==> config.mk <==
export PLATFORM = sky130hd
export DESIGN_NAME = rxr_ring_writer
export DESIGN_NICKNAME = d
export VERILOG_FILES = /design/src/rtl/rxr_pkg.sv /design/src/rtl/rxr_admit.sv /design/src/rtl/rxr_addr_gen.sv /design/src/rtl/rxr_seq.sv /design/src/rtl/rxr_ring_writer.sv
export SDC_FILE = /design/constraint.sdc
export NUM_CORES = 1
export LEC_CHECK = 0
export BUFFER_PORTS_ARGS = -buffer_cell sky130_fd_sc_hd__buf_2
export CORE_AREA = 2 2 116 140
export CTS_CLUSTER_DIAMETER = 60
export DETAILED_ROUTE_END_ITERATION = 12
export DIE_AREA = 0 0 118 142
export PLACE_DENSITY = 0.8
export SLEW_MARGIN = 20
export SYNTH_ARGS = -nofsm -noshare
export SYNTH_HDL_FRONTEND = slang
export SYNTH_SLANG_ARGS = --single-unit
==> constraint.sdc <==
create_clock -name clk -period 10.9 [get_ports clk]
set_input_delay 0 -clock clk [delete_from_list [all_inputs] [get_ports clk]]
set_output_delay 0 -clock clk [all_outputs]
set_load 0.005 [all_outputs]
==> src/rtl/rxr_pkg.sv <==
package rxr_pkg;

    localparam int PG_W       = 8;
    localparam int ADDR_W     = PG_W + 8;
    localparam int PAGE_BYTES = 256;
    localparam int HDR_BYTES  = 4;
    localparam int CRC_ROOM   = 4;
    localparam int ST_OK_BIT  = 0;
    localparam int ST_MC_BIT  = 5;

    typedef enum logic [2:0] {
        S_IDLE,
        S_HDR,
        S_HEAD,
        S_BODY,
        S_PAD,
        S_SKIP
    } wr_state_e;

    typedef struct packed {
        logic [7:0]  status;
        logic [7:0]  next_pg;
        logic [15:0] total_len;
    } rx_hdr_t;

    function automatic logic [7:0] make_status(input logic dst0);
        logic [7:0] s;
        s = '0;
        s[ST_OK_BIT] = 1'b1;
        s[ST_MC_BIT] = dst0;
        return s;
    endfunction

    function automatic logic [7:0] hdr_byte(input rx_hdr_t h, input logic [1:0] sel);
        case (sel)
            2'd0:    return h.status;
            2'd1:    return h.next_pg;
            2'd2:    return h.total_len[7:0];
            default: return h.total_len[15:8];
        endcase
    endfunction

    function automatic logic [ADDR_W-1:0] page_base(input logic [PG_W-1:0] pg);
        return {pg, 8'h00};
    endfunction

endpackage

==> src/rtl/rxr_admit.sv <==
module rxr_admit
    import rxr_pkg::*;
#(
    parameter int LEN_W     = 11,
    parameter int MAX_FRAME = 1514,
    parameter int MIN_FRAME = 60
) (
    input  logic             stopped,
    input  logic [PG_W-1:0]  start_pg,
    input  logic [PG_W-1:0]  stop_pg,
    input  logic [PG_W-1:0]  bound_pg,
    input  logic [PG_W-1:0]  cur_pg,
    input  logic [LEN_W-1:0] in_len,
    input  logic             dst0,
    output logic             accept,
    output logic [15:0]      pad_len,
    output rx_hdr_t          hdr
);
    localparam int SW = ADDR_W + 2;
    localparam logic signed [SW-1:0] NEED = SW'(MAX_FRAME + HDR_BYTES);

    logic signed [SW-1:0] pos_b, bnd_b, ring_b, free_b;
    logic [15:0]          len16, total;
    logic [ADDR_W:0]      span_b;
    logic [PG_W:0]        raw_pg;
    logic [PG_W-1:0]      ring_pg;
    logic                 wrap;

    always_comb begin
        // free space in bytes between write point and read boundary
        pos_b  = $signed({2'b00, page_base(cur_pg)});
        bnd_b  = $signed({2'b00, page_base(bound_pg)});
        ring_b = $signed({2'b00, page_base(stop_pg)}) - $signed({2'b00, page_base(start_pg)});
        if (pos_b < bnd_b)
            free_b = bnd_b - pos_b;
        else
            free_b = ring_b - (pos_b - bnd_b);
        accept = !stopped && (free_b >= NEED);

        // padded and stored lengths
        len16   = 16'(in_len);
        pad_len = (len16 < 16'(MIN_FRAME)) ? 16'(MIN_FRAME) : len16;
        total   = pad_len + 16'(HDR_BYTES);

        // whole pages including CRC room, then ring wrap
        span_b  = {1'b0, total} + (ADDR_W+1)'(CRC_ROOM + PAGE_BYTES - 1);
        raw_pg  = {1'b0, cur_pg} + (PG_W+1)'(span_b >> 8);
        ring_pg = stop_pg - start_pg;
        wrap    = raw_pg >= {1'b0, stop_pg};

        hdr.status    = make_status(dst0);
        hdr.next_pg   = raw_pg[PG_W-1:0] - (wrap ? ring_pg : '0);
        hdr.total_len = total;
    end

endmodule

==> src/rtl/rxr_addr_gen.sv <==
module rxr_addr_gen
    import rxr_pkg::*;
(
    input  logic              clk,
    input  logic              rst,
    input  logic              load,
    input  logic [PG_W-1:0]   load_pg,
    input  logic              step,
    input  logic [PG_W-1:0]   start_pg,
    input  logic [PG_W-1:0]   stop_pg,
    output logic [ADDR_W-1:0] addr
);
    logic [ADDR_W-1:0] inc;

    always_comb begin
        inc = addr + 1'b1;
        if (inc == page_base(stop_pg))
            inc = page_base(start_pg);
    end

    always_ff @(posedge clk) begin
        if (rst)
            addr <= '0;
        else if (load)
            addr <= page_base(load_pg);
        else if (step)
            addr <= inc;
    end

endmodule

==> src/rtl/rxr_seq.sv <==
module rxr_seq
    import rxr_pkg::*;
#(
    parameter int LEN_W = 11
) (
    input  logic             clk,
    input  logic             rst,
    input  logic             in_valid,
    input  logic             in_first,
    input  logic [LEN_W-1:0] in_len,
    input  logic [7:0]       in_data,
    input  logic             accept,
    input  logic [15:0]      pad_len,
    input  rx_hdr_t          hdr_in,
    output logic             in_ready,
    output logic             mem_we,
    output logic [7:0]       mem_wdata,
    output logic             addr_load,
    output logic             addr_step,
    output logic             frame_done,
    output logic [PG_W-1:0]  commit_pg
);
    wr_state_e   state;
    rx_hdr_t     hdr_q;
    logic [7:0]  hold_q;
    logic [1:0]  hsel;
    logic [15:0] in_left;
    logic [15:0] wr_left;
    logic [15:0] len16;
    logic        take;

    assign len16     = 16'(in_len);
    assign take      = (state == S_IDLE) && in_valid && in_first;
    assign addr_load = take && accept;
    assign commit_pg = hdr_q.next_pg;

    always_comb begin
        in_ready   = 1'b0;
        mem_we     = 1'b0;
        mem_wdata  = 8'h00;
        frame_done = 1'b0;
        case (state)
            S_IDLE: in_ready = 1'b1;
            S_HDR: begin
                mem_we    = 1'b1;
                mem_wdata = hdr_byte(hdr_q, hsel);
            end
            S_HEAD: begin
                mem_we     = 1'b1;
                mem_wdata  = hold_q;
                frame_done = (wr_left == 16'd0);
            end
            S_BODY: begin
                in_ready   = 1'b1;
                mem_we     = in_valid;
                mem_wdata  = in_data;
                frame_done = in_valid && (in_left == 16'd1) && (wr_left == 16'd1);
            end
            S_PAD: begin
                mem_we     = 1'b1;
                frame_done = (wr_left == 16'd1);
            end
            S_SKIP: in_ready = 1'b1;
            default: ;
        endcase
    end

    assign addr_step = mem_we;

    always_ff @(posedge clk) begin
        if (rst) begin
            state   <= S_IDLE;
            hdr_q   <= '0;
            hold_q  <= '0;
            hsel    <= '0;
            in_left <= '0;
            wr_left <= '0;
        end else begin
            case (state)
                S_IDLE: begin
                    if (take) begin
                        hdr_q   <= hdr_in;
                        hold_q  <= in_data;
                        hsel    <= '0;
                        in_left <= (len16 == 16'd0) ? 16'd0 : len16 - 16'd1;
                        wr_left <= pad_len - 16'd1;
                        if (accept)
                            state <= S_HDR;
                        else if (len16 > 16'd1)
                            state <= S_SKIP;
                    end
                end
                S_HDR: begin
                    hsel <= hsel + 2'd1;
                    if (hsel == 2'd3)
                        state <= S_HEAD;
                end
                S_HEAD: begin
                    if (wr_left == 16'd0)
                        state <= S_IDLE;
                    else if (in_left != 16'd0)
                        state <= S_BODY;
                    else
                        state <= S_PAD;
                end
                S_BODY: begin
                    if (in_valid) begin
                        in_left <= in_left - 16'd1;
                        wr_left <= wr_left - 16'd1;
                        if (in_left == 16'd1)
                            state <= (wr_left == 16'd1) ? S_IDLE : S_PAD;
                    end
                end
                S_PAD: begin
                    wr_left <= wr_left - 16'd1;
                    if (wr_left == 16'd1)
                        state <= S_IDLE;
                end
                S_SKIP: begin
                    if (in_valid) begin
                        in_left <= in_left - 16'd1;
                        if (in_left == 16'd1)
                            state <= S_IDLE;
                    end
                end
                default: state <= S_IDLE;
            endcase
        end
    end

endmodule

==> src/rtl/rxr_ring_writer.sv <==
module rxr_ring_writer
    import rxr_pkg::*;
#(
    parameter int LEN_W     = 11,
    parameter int MAX_FRAME = 1514,
    parameter int MIN_FRAME = 60
) (
    input  logic              clk,
    input  logic              rst,
    input  logic              stopped,
    input  logic [PG_W-1:0]   ring_start_pg,
    input  logic [PG_W-1:0]   ring_stop_pg,
    input  logic [PG_W-1:0]   bound_pg,
    input  logic              cur_wr_en,
    input  logic [PG_W-1:0]   cur_wr_pg,
    input  logic              rx_clr,
    input  logic              in_valid,
    input  logic              in_first,
    input  logic [LEN_W-1:0]  in_len,
    input  logic [7:0]        in_data,
    output logic              in_ready,
    output logic [PG_W-1:0]   cur_pg,
    output logic              rx_flag,
    output logic              mem_we,
    output logic [ADDR_W-1:0] mem_addr,
    output logic [7:0]        mem_wdata
);
    logic            accept;
    logic [15:0]     pad_len;
    rx_hdr_t         hdr;
    logic            addr_load, addr_step, frame_done;
    logic [PG_W-1:0] commit_pg;

    rxr_admit #(
        .LEN_W     (LEN_W),
        .MAX_FRAME (MAX_FRAME),
        .MIN_FRAME (MIN_FRAME)
    ) u_admit (
        .stopped  (stopped),
        .start_pg (ring_start_pg),
        .stop_pg  (ring_stop_pg),
        .bound_pg (bound_pg),
        .cur_pg   (cur_pg),
        .in_len   (in_len),
        .dst0     (in_data[0]),
        .accept   (accept),
        .pad_len  (pad_len),
        .hdr      (hdr)
    );

    rxr_seq #(
        .LEN_W (LEN_W)
    ) u_seq (
        .clk        (clk),
        .rst        (rst),
        .in_valid   (in_valid),
        .in_first   (in_first),
        .in_len     (in_len),
        .in_data    (in_data),
        .accept     (accept),
        .pad_len    (pad_len),
        .hdr_in     (hdr),
        .in_ready   (in_ready),
        .mem_we     (mem_we),
        .mem_wdata  (mem_wdata),
        .addr_load  (addr_load),
        .addr_step  (addr_step),
        .frame_done (frame_done),
        .commit_pg  (commit_pg)
    );

    rxr_addr_gen u_addr (
        .clk      (clk),
        .rst      (rst),
        .load     (addr_load),
        .load_pg  (cur_pg),
        .step     (addr_step),
        .start_pg (ring_start_pg),
        .stop_pg  (ring_stop_pg),
        .addr     (mem_addr)
    );

    always_ff @(posedge clk) begin
        if (rst) begin
            cur_pg  <= '0;
            rx_flag <= 1'b0;
        end else begin
            if (frame_done)
                cur_pg <= commit_pg;
            else if (cur_wr_en)
                cur_pg <= cur_wr_pg;

            if (frame_done)
                rx_flag <= 1'b1;
            else if (rx_clr)
                rx_flag <= 1'b0;
        end
    end

endmodule

==> results of run 1 <==
## kinds of logic (layout without fill, tap and decap cells)
family / after synthesis / in the layout / share of synthesized area
compound gates: 300 / 300 / 0.236
xor+xnor: 75 / 75 / 0.0806
fa+ha+maj: 74 / 74 / 0.119
buf+inv: 136 / 191 / 0.0676
flops: 91 / 91 / 0.224
mux: 17 / 17 / 0.0209
other cells: 1 / 2 / 0.000460
simple gates: 417 / 417 / 0.251
## critical path: cells and delay by family
family,cells,cell delay (ps)
AND/OR/NAND/NOR,9,2570
AO/OA/AOI/OAI,11,2150
adder cells (fa/ha/maj),4,1120
XOR/XNOR,3,740
buffers and inverters,2,250
## sequential cells by signal, summed over array words and instances, names as in the netlist, 3 cells and up
signal	cells
cur_pg	8
u_seq.hold_q	8
u_seq.in_left	16
u_seq.wr_left	16
u_seq.hdr_q	13
u_seq.state	3
u_addr.addr	16
u_seq.commit_pg	8
## how the worst max path moves through the flow
stage / to / from
after floorplan: u_seq.commit_pg[6]$_SDFFE_PP0P_ / in_len[8]
after global placement: u_seq.commit_pg[6]$_SDFFE_PP0P_ / in_len[8]
after detailed placement: u_seq.commit_pg[7]$_SDFFE_PP0P_ / in_len[8]
after CTS: u_seq.commit_pg[7]$_SDFFE_PP0P_ / in_len[8]
after global routing: u_seq.commit_pg[7]$_SDFFE_PP0P_ / in_len[8]
final: u_seq.commit_pg[7]$_SDFFE_PP0P_ / in_len[8]
## layout by cell type (no fill, tap or decap), types with 8 or more instances in the layout
cell,n
nand2_1,128
a21oi_1,101
buf_2,92
dfxtp_1,91
nor2_1,86
inv_1,68
ha_1,68
nor3_1,61
o21ai_0,59
xnor2_1,45
xor2_1,30
nand3_1,28
nor2b_1,17
mux2i_1,17
a211oi_1,17
a22oi_1,16
and3_1,14
a21o_1,13
nand4_1,13
a31oi_1,12
nor4_1,12
o211ai_1,11
dlygate4sd3_1,10
nand2b_1,9
clkbuf_16,9
nand3b_1,8
o22ai_1,8
## cell usage after synthesis (13+ instances only)
master and count:
xor2_1 30, clkbuf_1 53, nand2_1 128, xnor2_1 45
a21o_1 13, a22oi_1 16, a21oi_1 101, nor2_1 86
and3_1 15, inv_1 68, nor3_1 61, dfxtp_1 91
ha_1 68, o21ai_0 59, nor2b_1 17, mux2i_1 17
a211oi_1 17, nand4_1 13, nand3_1 28
## stage by stage
step	utilization	instance area, um2
final	0.583	9000
after global routing	0.583	9000
after CTS	0.583	9000
after detailed placement	0.557	8610
after global placement	0.557	8610
after floorplan	-	8150
## where the power goes
part	total (W)	switching, W	internal, W
combinational	0.000725	0.000443	0.000281
clock	0.000308	0.000139	0.000169
sequential	0.000468	0.0000784	0.000390
total	0.00150	0.000661	0.000841
## repair_timing
action,4_1_cts,5_1_grt
endpoints found under the hold margin,10,0
endpoints found under the setup margin,0,0
hold buffers,10,0
## per-layer routing
metal	vias up	global-route usage	part of all wire
met5	-	0	0
met4	0	0.137	0.046
met3	70	0.0369	0.046
met2	257	0.464	0.49
met1	3882	0.314	0.42
li1	4059	-	-
## layout make-up
type,count,share of cell area
Multi-Input combinational cell,884,0.642
Sequential cell,91,0.202
Timing Repair Buffer,107,0.0664
Tap cell,208,0.0289
Clock buffer,12,0.0285
Inverter,68,0.0283
Clock inverter,4,0.00375
Antenna cell,1,0.000278
==> run_results.csv, run 1 <==
group,metric,value,unit
timing,setup_tns,0,ps
place,dp_cells,1348,
cells_and_area,regArea,0.00182,mm2
setup_path,cp-start-kind,"primary input",
clock_tree,ctsHtreeMaxLevel,3,
cells_and_area,syn2layout_area_growth,10.5,%
min_path,hold_depth,5,
synthesis,netlist_instances,1111,
timing,fin_hold_ws,46.9,ps
floorplan,core,0.0155,mm2
synthesis,synthArstFlopShare,0,
synthesis,yosys_most_used_dff,"dfxtp_1",
cells_and_area,fin_nets,1293,
grt,grt_first_pass_wirelength,36400,um
grt,grt_pass1_vias,7731,
clock_tree,cts_inserted_buffers,9,
power_and_ir_drop,pwr_density_cell,167,mW/mm2
clock_tree,clockBufferDepth,2,
timing,relSlewSlack,0.320,
floorplan,die_h,142,um
timing,timing.fmax,152,MHz
synthesis,ys_ff_latch,91,
drt,drt_wl_total,22300,um
synthesis,synth_edf_count,0,
floorplan,initial_utilization,0.527,
clock_tree,cts_setup_buffers,0,
synthesis,ys_warn_count,0,
setup_path,worst-setup-path-type,"in2reg",
cells_and_area,multiInputGateArea,0.00578,mm2
power_and_ir_drop,vdd_ir_drop_max,0.0000990,V
setup_path,reg2reg_to,"u_seq.commit_pg[7]$_SDFFE_PP0P_",
floorplan,rows,50,
synthesis,syn_area,0.00815,mm2
min_path,min-delay-start,"cur_wr_pg[3]",
place,gp_congestion,0.936,
cells_and_area,stdcell_count,1375,
setup_path,crit_required,11150,ps
setup_path,critPathMaxFanout,10,
drt,routed-via-count,8268,
drt,wire_per_inst,16.2,um
grt,grt_max_degree,92,
power_and_ir_drop,finalPower,0.00150,W
synthesis,ys_seq_area_frac,0.224,
cells_and_area,drive_gt1_frac,0.113,
place,io_buffers,92,
flow_run,max-cap-violations,0,
drt,first_pass_iters,8,
timing,setup_slack,4300,ps
drt,drc,0,
timing,worst_pin_slew,1020,ps
place,dp_hpwl,16500,um
setup_path,crit_path_end_kind,"register",
drt,drtAntennaViolNets,0,
grt,grt_antenna_before_repair,0,
synthesis,synth.distinct_cells,73,
min_path,min_path_type,"in2reg",
floorplan,dieArea,0.0168,mm2
cells_and_area,filler_cell_count,1476,
synthesis,syn_avg_cell_area,7.33,um2
setup_path,r2r_setup_slack,5840,ps
timing,min_period_over_period,0.605,
clock_tree,clkSlewWorstSetupHoldPaths,70,ps
setup_path,crit_slowest_cell,"or4_1",
grt,globalRouteTotalUtil,0.264,
timing,final-hold-violation-count,0,
floorplan,fp.dieW,118,um
clock_tree,cts.sinks,91,
synthesis,synth_top_cell_area_share,0.224,
min_path,whs_endpoint,"cur_pg[3]$_SDFFE_PP0P_",
grt,grt-ovfl-total,0,
clock_tree,cts_tree,"done",
setup_path,max_stage_delay,690,ps
synthesis,synth_area_leaders,"dfxtp_1, ha_1, a21oi_1",
timing,rsz0062_at_grt,"false",
setup_path,reg2reg_from,"cur_pg[1]$_SDFFE_PP0P_",
setup_path,cp_common_cell,"ha_1",
drt,viasPerCell,6.01,
timing,setup_viol,0,
setup_path,worst_r2r_path_depth,19,
setup_path,critPathArrivalTime,6850,ps
clock_tree,ctsResizeCount,0,
timing,min_period,6600,ps
floorplan,io_pins,93,
timing,skew,10.3,ps
clock_tree,cts_root_buf,"clkbuf_16",
clock_tree,insertion_delay,350,ps
run_status,status,"complete, no violations",
synthesis,syn_nets,1243,
power_and_ir_drop,leakage,3.77,nW
drt,drt_iter0_markers,517,
timing,slew_violations,0,
place,place_ws,4010,ps
synthesis,synth_area_leader_cell,"dfxtp_1",
Power figures use the tool's default switching activity.
==> inputs of run 2 (changes only) <==
clock period = 6.2 ns   (was 10.9 ns; I/O delays follow)
==> run_results.csv, run 2 (synthesis results as in run 1) <==
group,metric,value,unit
run_status,status,"complete, no violations",
grt,grt_antenna_before_repair,0,
clock_tree,cts_tree,"done",
setup_path,crit_path_end_kind,"register",
floorplan,rows,50,
place,place_ws,-274,ps
timing,skew,11.3,ps
power_and_ir_drop,clock_power_share,0.215,
floorplan,io_pins,93,
cells_and_area,layout_commonest_cell,"nand2_1",
clock_tree,ctsHtreeMaxLevel,3,
timing,min_period_over_period,0.931,
drt,wire_per_inst,16.1,um
clock_tree,cts_inserted_buffers,9,
cells_and_area,syn2layout_area_growth,12.3,%
flow_run,max-cap-violations,0,
clock_tree,cts.sinks,91,
floorplan,core,0.0155,mm2
timing,min_period,5770,ps
timing,timing.fmax,173,MHz
timing,setup_slack,428,ps
grt,grt_first_pass_wirelength,36500,um
drt,wl_met1,9160,um
drt,drt_iter0_markers,540,
drt,routed.top_layer,"met4",
power_and_ir_drop,p_sw,0.00118,W
power_and_ir_drop,power_frac_comb,0.480,
grt,grt_pass1_vias,7721,
cells_and_area,drive_gt1_frac,0.131,
floorplan,die_h,142,um
setup_path,reg2reg_to,"u_seq.commit_pg[6]$_SDFFE_PP0P_",
power_and_ir_drop,sw_frac_of_total,0.439,
power_and_ir_drop,internal-power,0.00151,W
drt,first_pass_iters,5,
timing,relSlewSlack,0.339,
power_and_ir_drop,leakage,3.83,nW
setup_path,reg2reg_from,"cur_pg[1]$_SDFFE_PP0P_",
timing,setup_viol,0,
place,gp_congestion,0.966,
timing,slew_violations,0,
clock_tree,cts_root_buf,"clkbuf_16",
grt,globalRouteTotalUtil,0.264,
cells_and_area,filler_cell_count,1419,
place,dp_hpwl,16600,um
setup_path,critPathMaxFanout,4,
cells_and_area,reg.largest.list,"u_addr.addr x16, u_seq.in_left x16, u_seq.wr_left x16",
drt,drc,0,
setup_path,crit_buf_inv,3,
min_path,min_path_type,"in2reg",
setup_path,max_stage_delay,580,ps
setup_path,cp-startpoint,"in_len[8]",
drt,drt_wl_total,22300,um
cells_and_area,fin_nets,1306,
drt,met3_length,1120,um
setup_path,worst-setup-path-type,"in2reg",
timing,fin_hold_ws,10.9,ps
timing,rsz0062_at_grt,"false",
drt,drtAntennaViolNets,0,
timing,worst_pin_slew,991,ps
setup_path,crit_slowest_cell,"or4_4",
drt,viasPerCell,6.01,
drt,routed-via-count,8336,
setup_path,worst_r2r_path_depth,21,
floorplan,fp.dieW,118,um
cells_and_area,diodes,0,
grt,grt_max_degree,92,
clock_tree,clockBufferDepth,2,
setup_path,cp_top_family,"simple AND/OR/NAND/NOR gates",
power_and_ir_drop,pwr_density_cell,294,mW/mm2
setup_path,critPathArrivalTime,6060,ps
timing,final-hold-violation-count,0,
floorplan,initial_utilization,0.527,
grt,grt-ovfl-total,0,
clock_tree,insertion_delay,360,ps
drt,wl_met2,11000,um
power_and_ir_drop,pwr-share-seq,0.305,
place,io_buffers,92,
min_path,hold_depth,5,
cells_and_area,final_cell_mix,"nand2_1, a21oi_1, buf_2, dfxtp_1, nor2_1",
min_path,min-delay-start,"cur_wr_pg[4]",
min_path,whs_endpoint,"cur_pg[4]$_SDFFE_PP0P_",
floorplan,dieArea,0.0168,mm2
setup_path,r2r_setup_slack,1520,ps
clock_tree,clkSlewWorstSetupHoldPaths,70,ps
setup_path,crit_required,6490,ps
power_and_ir_drop,vdd_ir_drop_max,0.000208,V
setup_path,cp-start-kind,"primary input",
run 2: worst max path at each step:
stage,to,slack (ps),depth (start not counted)
2_1_floorplan,u_seq.commit_pg[6]$_SDFFE_PP0P_,80,35
3_3_place_gp,u_seq.commit_pg[6]$_SDFFE_PP0P_,20,34
3_5_place_dp,u_seq.commit_pg[7]$_SDFFE_PP0P_,-270,33
4_1_cts,u_seq.commit_pg[7]$_SDFFE_PP0P_,90,33
5_1_grt,u_seq.commit_pg[6]$_SDFFE_PP0P_,50,34
6_report,u_seq.commit_pg[6]$_SDFFE_PP0P_,430,34
run 2: power groups by stage:
stage	Clock, W	Combinational, W	Sequential, W
2_1_floorplan	0	0.00101	0.000773
3_3_place_gp	0	0.00123	0.000828
3_5_place_dp	0	0.00126	0.000831
4_1_cts	0.000584	0.00127	0.000818
5_1_grt	0.000606	0.00145	0.000837
6_report	0.000578	0.00129	0.000822
run 2: worst register-to-register path: stages, from the launching register on:
cell and delay, ps:
dfxtp_1 610, ha_1 320, a21o_1 150, a21oi_1 260, o21bai_1 160, a21oi_1 210
xnor2_1 180, ha_1 300, o211ai_1 100, a31oi_1 100, or4_4 540, nor2b_1 160
ha_1 210, fa_2 370, inv_1 70, a21oi_1 60, o21bai_1 210, a21o_1 150
a21oi_1 80, xnor2_1 140, nand2_1 80, a21oi_2 150
run 2: per-stage QoR:
stage	total power (W)	std cells	area, um2	utilization	setup TNS [ps]
after floorplan	0.00178	1111	8150	-	0
after global placement	0.00205	1359	8690	0.563	0
final	0.00269	1387	9150	0.592	0
after detailed placement	0.00209	1359	8690	0.563	-589
after global routing	0.00290	1387	9150	0.592	0
after CTS	0.00267	1384	9080	0.588	0
run 2: area by class of cell:
class / instances / area (um2) / share of cell area
clock buffers: 10 / 229 / 0.0250
clock inverters: 6 / 71.3 / 0.00779
multi-input cells: 884 / 5820 / 0.636
flip-flops and latches: 91 / 1820 / 0.199
well taps: 208 / 260 / 0.0284
repair buffers: 120 / 693 / 0.0758
inverters: 68 / 255 / 0.0279
run 2: layer usage:
layer,up-vias,global-route usage
met2,293,0.467
met3,65,0.0349
met5,-,0
met4,0,0.135
li1,4071,-
met1,3907,0.313
run 2: repair_timing:
action | CTS | global route
setup endpoints to repair | 0 | 4
hold buffers | 9 | 0
gates resized for setup | 0 | 13
endpoints found under the hold margin | 9 | 0
setup buffers | 0 | 3
